==> config.mk <==
export PLATFORM = sky130hd
export DESIGN_NAME = pmc_ctrl
export DESIGN_NICKNAME = d
export VERILOG_FILES = /design/src/rtl/pmc_pkg.sv /design/src/rtl/pmc_timer.sv /design/src/rtl/pmc_wdog.sv /design/src/rtl/pmc_ctrl.sv
export SDC_FILE = /design/constraint.sdc
export NUM_CORES = 1
export LEC_CHECK = 0
export BUFFER_PORTS_ARGS = -buffer_cell sky130_fd_sc_hd__buf_4
export CELL_PAD_IN_SITES_DETAIL_PLACEMENT = 1
export CELL_PAD_IN_SITES_GLOBAL_PLACEMENT = 1
export CORE_MARGIN = 2
export CORE_UTILIZATION = 45
export DETAILED_ROUTE_END_ITERATION = 7
export GPL_TIMING_DRIVEN = 1
export PLACE_DENSITY_LB_ADDON = 0.1
export SLEW_MARGIN = 20
export SYNTH_ARGS = -nofsm -noshare
export SYNTH_HDL_FRONTEND = slang
export SYNTH_HIERARCHICAL = 1
export SYNTH_SLANG_ARGS = --single-unit
==> constraint.sdc <==
create_clock -name clk_i -period 6.9 [get_ports clk_i]
set_clock_uncertainty 0.2 [all_clocks]
set_input_delay 1.725 -clock clk_i [delete_from_list [all_inputs] [get_ports clk_i]]
set_output_delay 1.725 -clock clk_i [all_outputs]
set_load 0.005 [all_outputs]
==> src/rtl/pmc_pkg.sv <==
package pmc_pkg;
  typedef enum logic [2:0] {
    M_RESET   = 3'd0,
    M_NREQ    = 3'd1,
    M_NORMAL  = 3'd2,
    M_STANDBY = 3'd3,
    M_STOP    = 3'd4,
    M_SLEEP   = 3'd5
  } pmode_e;
endpackage

==> src/rtl/pmc_timer.sv <==
module pmc_timer #(
  parameter int unsigned LIMIT = 4
) (
  input  logic clk_i,
  input  logic rst_ni,
  input  logic clr_i,
  input  logic en_i,
  input  logic tick_i,
  output logic done_o
);
  localparam int unsigned CW = $clog2(LIMIT + 1);

  logic [CW-1:0] cnt_q;

  assign done_o = en_i && !clr_i && tick_i && (cnt_q == CW'(LIMIT - 1));

  always_ff @(posedge clk_i or negedge rst_ni) begin
    if (!rst_ni)                cnt_q <= '0;
    else if (clr_i || done_o)   cnt_q <= '0;
    else if (en_i && tick_i)    cnt_q <= cnt_q + 1'b1;
  end
endmodule

==> src/rtl/pmc_wdog.sv <==
module pmc_wdog #(
  parameter int unsigned PER_W = 8
) (
  input  logic             clk_i,
  input  logic             rst_ni,
  input  logic             run_i,
  input  logic             trig_i,
  input  logic             tick_i,
  input  logic [PER_W-1:0] period_i,
  output logic             early_o,
  output logic             tout_o
);
  logic [PER_W-1:0] cnt_q;
  logic [PER_W-1:0] half;

  assign half    = period_i >> 1;
  assign early_o = run_i && trig_i && (cnt_q < half);
  // open-window trigger beats expiry in the same cycle
  assign tout_o  = run_i && tick_i && !trig_i &&
                   (({1'b0, cnt_q} + 1'b1) >= {1'b0, period_i});

  always_ff @(posedge clk_i or negedge rst_ni) begin
    if (!rst_ni)               cnt_q <= '0;
    else if (!run_i || trig_i) cnt_q <= '0;
    else if (tick_i)           cnt_q <= cnt_q + 1'b1;
  end
endmodule

==> src/rtl/pmc_ctrl.sv <==
module pmc_ctrl #(
  parameter int unsigned RST_TICKS  = 2,
  parameter int unsigned NREQ_TICKS = 350,
  parameter int unsigned PER_W      = 8,
  parameter int unsigned PER_DEF    = 100,
  parameter int unsigned WAKE_N     = 4
) (
  input  logic              clk_i,
  input  logic              rst_ni,
  input  logic              tick_i,
  input  logic              vdd_uv_i,
  input  logic              vdd_oc_i,
  input  logic [WAKE_N-1:0] wake_src_i,
  input  logic              cs_wake_i,
  input  logic              cmd_vld_i,
  input  logic [2:0]        cmd_code_i,
  input  logic              wd_cfg_i,
  input  logic [PER_W-1:0]  wd_period_i,
  input  logic              wd_trig_i,
  input  logic              wd_stop_en_i,
  input  logic              hs_req_i,
  output logic [2:0]        mode_o,
  output logic              vdd_en_o,
  output logic              vdd_lp_o,
  output logic              v2_en_o,
  output logic              rst_no,
  output logic              hs_en_o
);
  import pmc_pkg::*;

  pmode_e           mode_q, mode_d;
  logic             from_sleep_q, from_sleep_d;
  logic [PER_W-1:0] per_q;
  logic             rst_done, nreq_done, wd_early, wd_tout;
  logic             wd_run, act_mode, any_wake;

  assign act_mode = (mode_q == M_NORMAL) || (mode_q == M_STANDBY);
  assign wd_run   = act_mode || ((mode_q == M_STOP) && wd_stop_en_i);
  assign any_wake = |wake_src_i;

  pmc_timer #(.LIMIT(RST_TICKS)) u_rst_tmr (
    .clk_i  (clk_i),
    .rst_ni (rst_ni),
    .clr_i  ((mode_q != M_RESET) || vdd_uv_i),
    .en_i   (mode_q == M_RESET),
    .tick_i (tick_i),
    .done_o (rst_done)
  );

  pmc_timer #(.LIMIT(NREQ_TICKS)) u_nreq_tmr (
    .clk_i  (clk_i),
    .rst_ni (rst_ni),
    .clr_i  (mode_q != M_NREQ),
    .en_i   (mode_q == M_NREQ),
    .tick_i (tick_i),
    .done_o (nreq_done)
  );

  pmc_wdog #(.PER_W(PER_W)) u_wdog (
    .clk_i    (clk_i),
    .rst_ni   (rst_ni),
    .run_i    (wd_run),
    .trig_i   (wd_trig_i && act_mode),
    .tick_i   (tick_i),
    .period_i (per_q),
    .early_o  (wd_early),
    .tout_o   (wd_tout)
  );

  always_comb begin
    mode_d       = mode_q;
    from_sleep_d = from_sleep_q;
    unique case (mode_q)
      M_RESET: if (rst_done) mode_d = M_NREQ;
      M_NREQ: begin
        if (wd_cfg_i) begin
          mode_d       = (cmd_vld_i && cmd_code_i == 3'd3) ? M_STANDBY : M_NORMAL;
          from_sleep_d = 1'b0;
        end else if (nreq_done) begin
          mode_d = from_sleep_q ? M_SLEEP : M_RESET;
        end
      end
      M_NORMAL, M_STANDBY: begin
        if (wd_early || wd_tout) begin
          mode_d = M_RESET;
        end else if (cmd_vld_i) begin
          case (cmd_code_i)
            3'd2, 3'd3, 3'd4, 3'd5: mode_d = pmode_e'(cmd_code_i);
            default: ;
          endcase
        end
      end
      M_STOP: begin
        if (wd_tout) begin
          mode_d = M_RESET;
        end else if (any_wake || cs_wake_i || vdd_oc_i) begin
          mode_d       = M_NREQ;
          from_sleep_d = 1'b0;
        end
      end
      M_SLEEP: begin
        if (any_wake) begin
          mode_d       = M_RESET;
          from_sleep_d = 1'b1;
        end
      end
      default: mode_d = M_RESET;
    endcase
    if (vdd_uv_i && mode_q != M_SLEEP) begin
      mode_d       = M_RESET;
      from_sleep_d = 1'b0;
    end
  end

  always_ff @(posedge clk_i or negedge rst_ni) begin
    if (!rst_ni) begin
      mode_q       <= M_RESET;
      from_sleep_q <= 1'b0;
      per_q        <= PER_W'(PER_DEF);
    end else begin
      mode_q       <= mode_d;
      from_sleep_q <= from_sleep_d;
      if (mode_q == M_NREQ && wd_cfg_i && !vdd_uv_i) per_q <= wd_period_i;
    end
  end

  assign mode_o   = mode_q;
  assign vdd_en_o = (mode_q != M_SLEEP);
  assign vdd_lp_o = (mode_q == M_STOP);
  assign v2_en_o  = (mode_q == M_NORMAL);
  assign rst_no   = (mode_q != M_RESET);
  assign hs_en_o  = hs_req_i && act_mode;
endmodule

==> results.md <==
- Asr flop ratio synth: 100%
- Clk pin slew, worst setup/hold paths: 0.08 ns
- RSZ-0062 raised after global routing: no
- Final hold vios: 0
- Fmax: 0.249 GHz
- Ports: 34
- CP required: 4.97 ns
- Die W: 75.3 um
- Final GP Congestion: 0.829
- Critical path peak fanout: 1
- Netlist cell types: 61
- Hold bufs inserted after CTS: 0
- Ys Warns: 6
- Arr. time, crit path: 2.08 ns
- Clock Latency Late Sink: 0.29 ns
- Root Buffer: clkbuf_8
- Global Route Usage Sum: 20.7%
- Antenna violations before repair: 0
- Num CTS Buffers: 5
- Placement Setup Slack: 2.82 ns
- Crit path time final: 4.01 ns
- Setup TNS: 0 ns
- Initial Utilization: 47.4%
- Slew @ Worst Pin: 0.725 ns
- Post-route setup slack: 2.89 ns
- Synthesized area: 2280 sq um
- Detail Placement HPWL: 3990 um
- Antenna diode count: 0
- H-tree Lvls: 2
- Area leader, netlist: dfrtp_1
- Nets: 309
- Post-cts repair resize count: 0
- Commonest non-fill, non-tap cell in the layout: buf_4
- Non-filler cells, final: 333
- Die Area: 5660 sq um
- Port bufs: 33
- Placed cell count: 325
- Commonest register cell after synthesis: dfrtp_1
- Post-CTS Setup Inserts: 0
- Number of synthesized flops with an enable pin: 0
- Mean Syn Cell Area: 9.93 sq um
- Slew headroom: 51.2%
- Area contributors post-synth: dfrtp_1 31%, ha_1 9.9%, xor2_1 4.6%
- Power Density: 225 nW/um^2
- Final Util: 55.8%
- Die extent in y: 75.3 um
- Pins Over Slew Limit: 0
- CTS tree: yes
- Core area: 4820 sq um
- CP endpoint kind: output port
- Vias in the first global route: 1,887
- Critical path class: in -> out
- Yosys reg bits: 31
- Largest net degree at the start of global routing: 32
- Drt drc: 0
- Longest Clk Path Bufs: 2
- Sequential share of the synthesized area: 34.1%
- Cells after synthesis: 230
- Share of post-route cells with drive strength above 1: 27.8%
- Avg Vias per Cell: 5.52
- Sink Count: 31
- GRT overflow: 0
- Core Rows: 25
- Initial DRC count: 68
- First-pass GRT wire length: 8830 um
- Final wirelength: 5340 um
- Synth top area share: 30.7%
- Wire per inst: 16.0 um
- Status: completed
- Commonest non-fill, non-tap cells in the layout: 34 x buf_4, 28 x dfrtp_1, 21 x nand2_1, 18 x ha_1, 16 x inv_1
- Static leakage: 1.19 nW
- Final setup fails: 0
- Routed Antenna Nets: 0
- Syn Nets: 274
- Via count: 1,838
- Final period util: 58.1%
- Max-cap violation count: 0
- Max VDD drop: 0.0000867 V
- Startpoint class of the critical path: primary input
- Syn-to-layout area delta: 17.7%
- Number of detailed-route iterations in the first pass: 4
- Hold Path Class: reg -> reg
layer usage:
metal	GRT usage [%]	part of all wire, %
met2	33.9	48
met3	4.69	2.7
met5	0	0
met1	27.8	48
met4	5.46	1.2
critical path, stage by stage:
cell and delay [ns]:
buf_4 0.10, and2_1 0.13, buf_4 0.13
stage by stage:
| step | area, sq um | total power [mW] | hold WS, ns |
|---|---|---|---|
| 2_1_floorplan | 2280 | 0.365 | 0.281 |
| 3_3_place_gp | 2580 | 0.421 | 0.292 |
| 6_report | 2690 | 0.606 | 0.317 |
| 3_5_place_dp | 2580 | 0.429 | 0.305 |
| 4_1_cts | 2690 | 0.615 | 0.323 |
| 5_1_grt | 2690 | 0.648 | 0.335 |
cells in the mapped netlist (3+ instances only):
cell and count:
xnor2_1 4, nor2_1 14, xor2_1 12, o21ai_0 7
nand4bb_1 3, o31ai_1 3, a21oi_1 14, mux2_2 9
mux2i_1 3, nand4_1 3, ha_1 18, nand2_1 21
nand3_1 7, and2_1 4, dfstp_2 3, nor2b_1 4
inv_1 16, nand2b_1 3, dfrtp_1 28
kinds of logic after synthesis:
logic type | synth area share (%)
and+or+nand+nor | 22.9
AOI/OAI and AO/OA | 15.9
DFF | 34.1
buffers and inverters | 4.65
adders and majority gates | 9.86
xor gates and xnor gates | 6.13
muxes | 6.41
cell type report:
type                    count  area (sq um)
repair buffers             34           255
well taps                  67          83.8
clock inverters             3          43.8
clock buffers               5          68.8
inverters                  16          60.1
fillers                   565          2130
multi-input cells         177          1400
flip-flops and latches     31           779
path summary, 6_finish.rpt:
kind | from | to | slack, ns | cells after the start
max | hs_req_i | hs_en_o | 2.89 | 3
min | per_q[4]$_DFFE_PN0P_ | per_q[4]$_DFFE_PN0P_ | 0.32 | 1
min reg2reg | per_q[4]$_DFFE_PN0P_ | per_q[4]$_DFFE_PN0P_ | 0.32 | 1
max in group asynchronous | rst_ni | per_q[6]$_DFFE_PN1P_ | 5.01 | 1
min in group asynchronous | rst_ni | per_q[4]$_DFFE_PN0P_ | 1.16 | 1
max reg2reg | u_wdog/cnt_q[0]$_DFFE_PN0P_ | mode_o[1]$_DFFE_PN0P_ | 3.14 | 12
report_power, final:
| group | switching [mW] | internal [mW] |
|---|---|---|
| registers | 0.0198 | 0.215 |
| clock network | 0.0764 | 0.107 |
| logic | 0.0967 | 0.0912 |
| total | 0.193 | 0.413 |
sequential cells by signal, summed over array words and instances (netlist names):
signal,cells
from_sleep_q,1
u_wdog/cnt_q,8
mode_o,3
u_rst_tmr/cnt_q,2
u_nreq_tmr/cnt_q,9
per_q,8
Power figures use the tool's default switching activity.
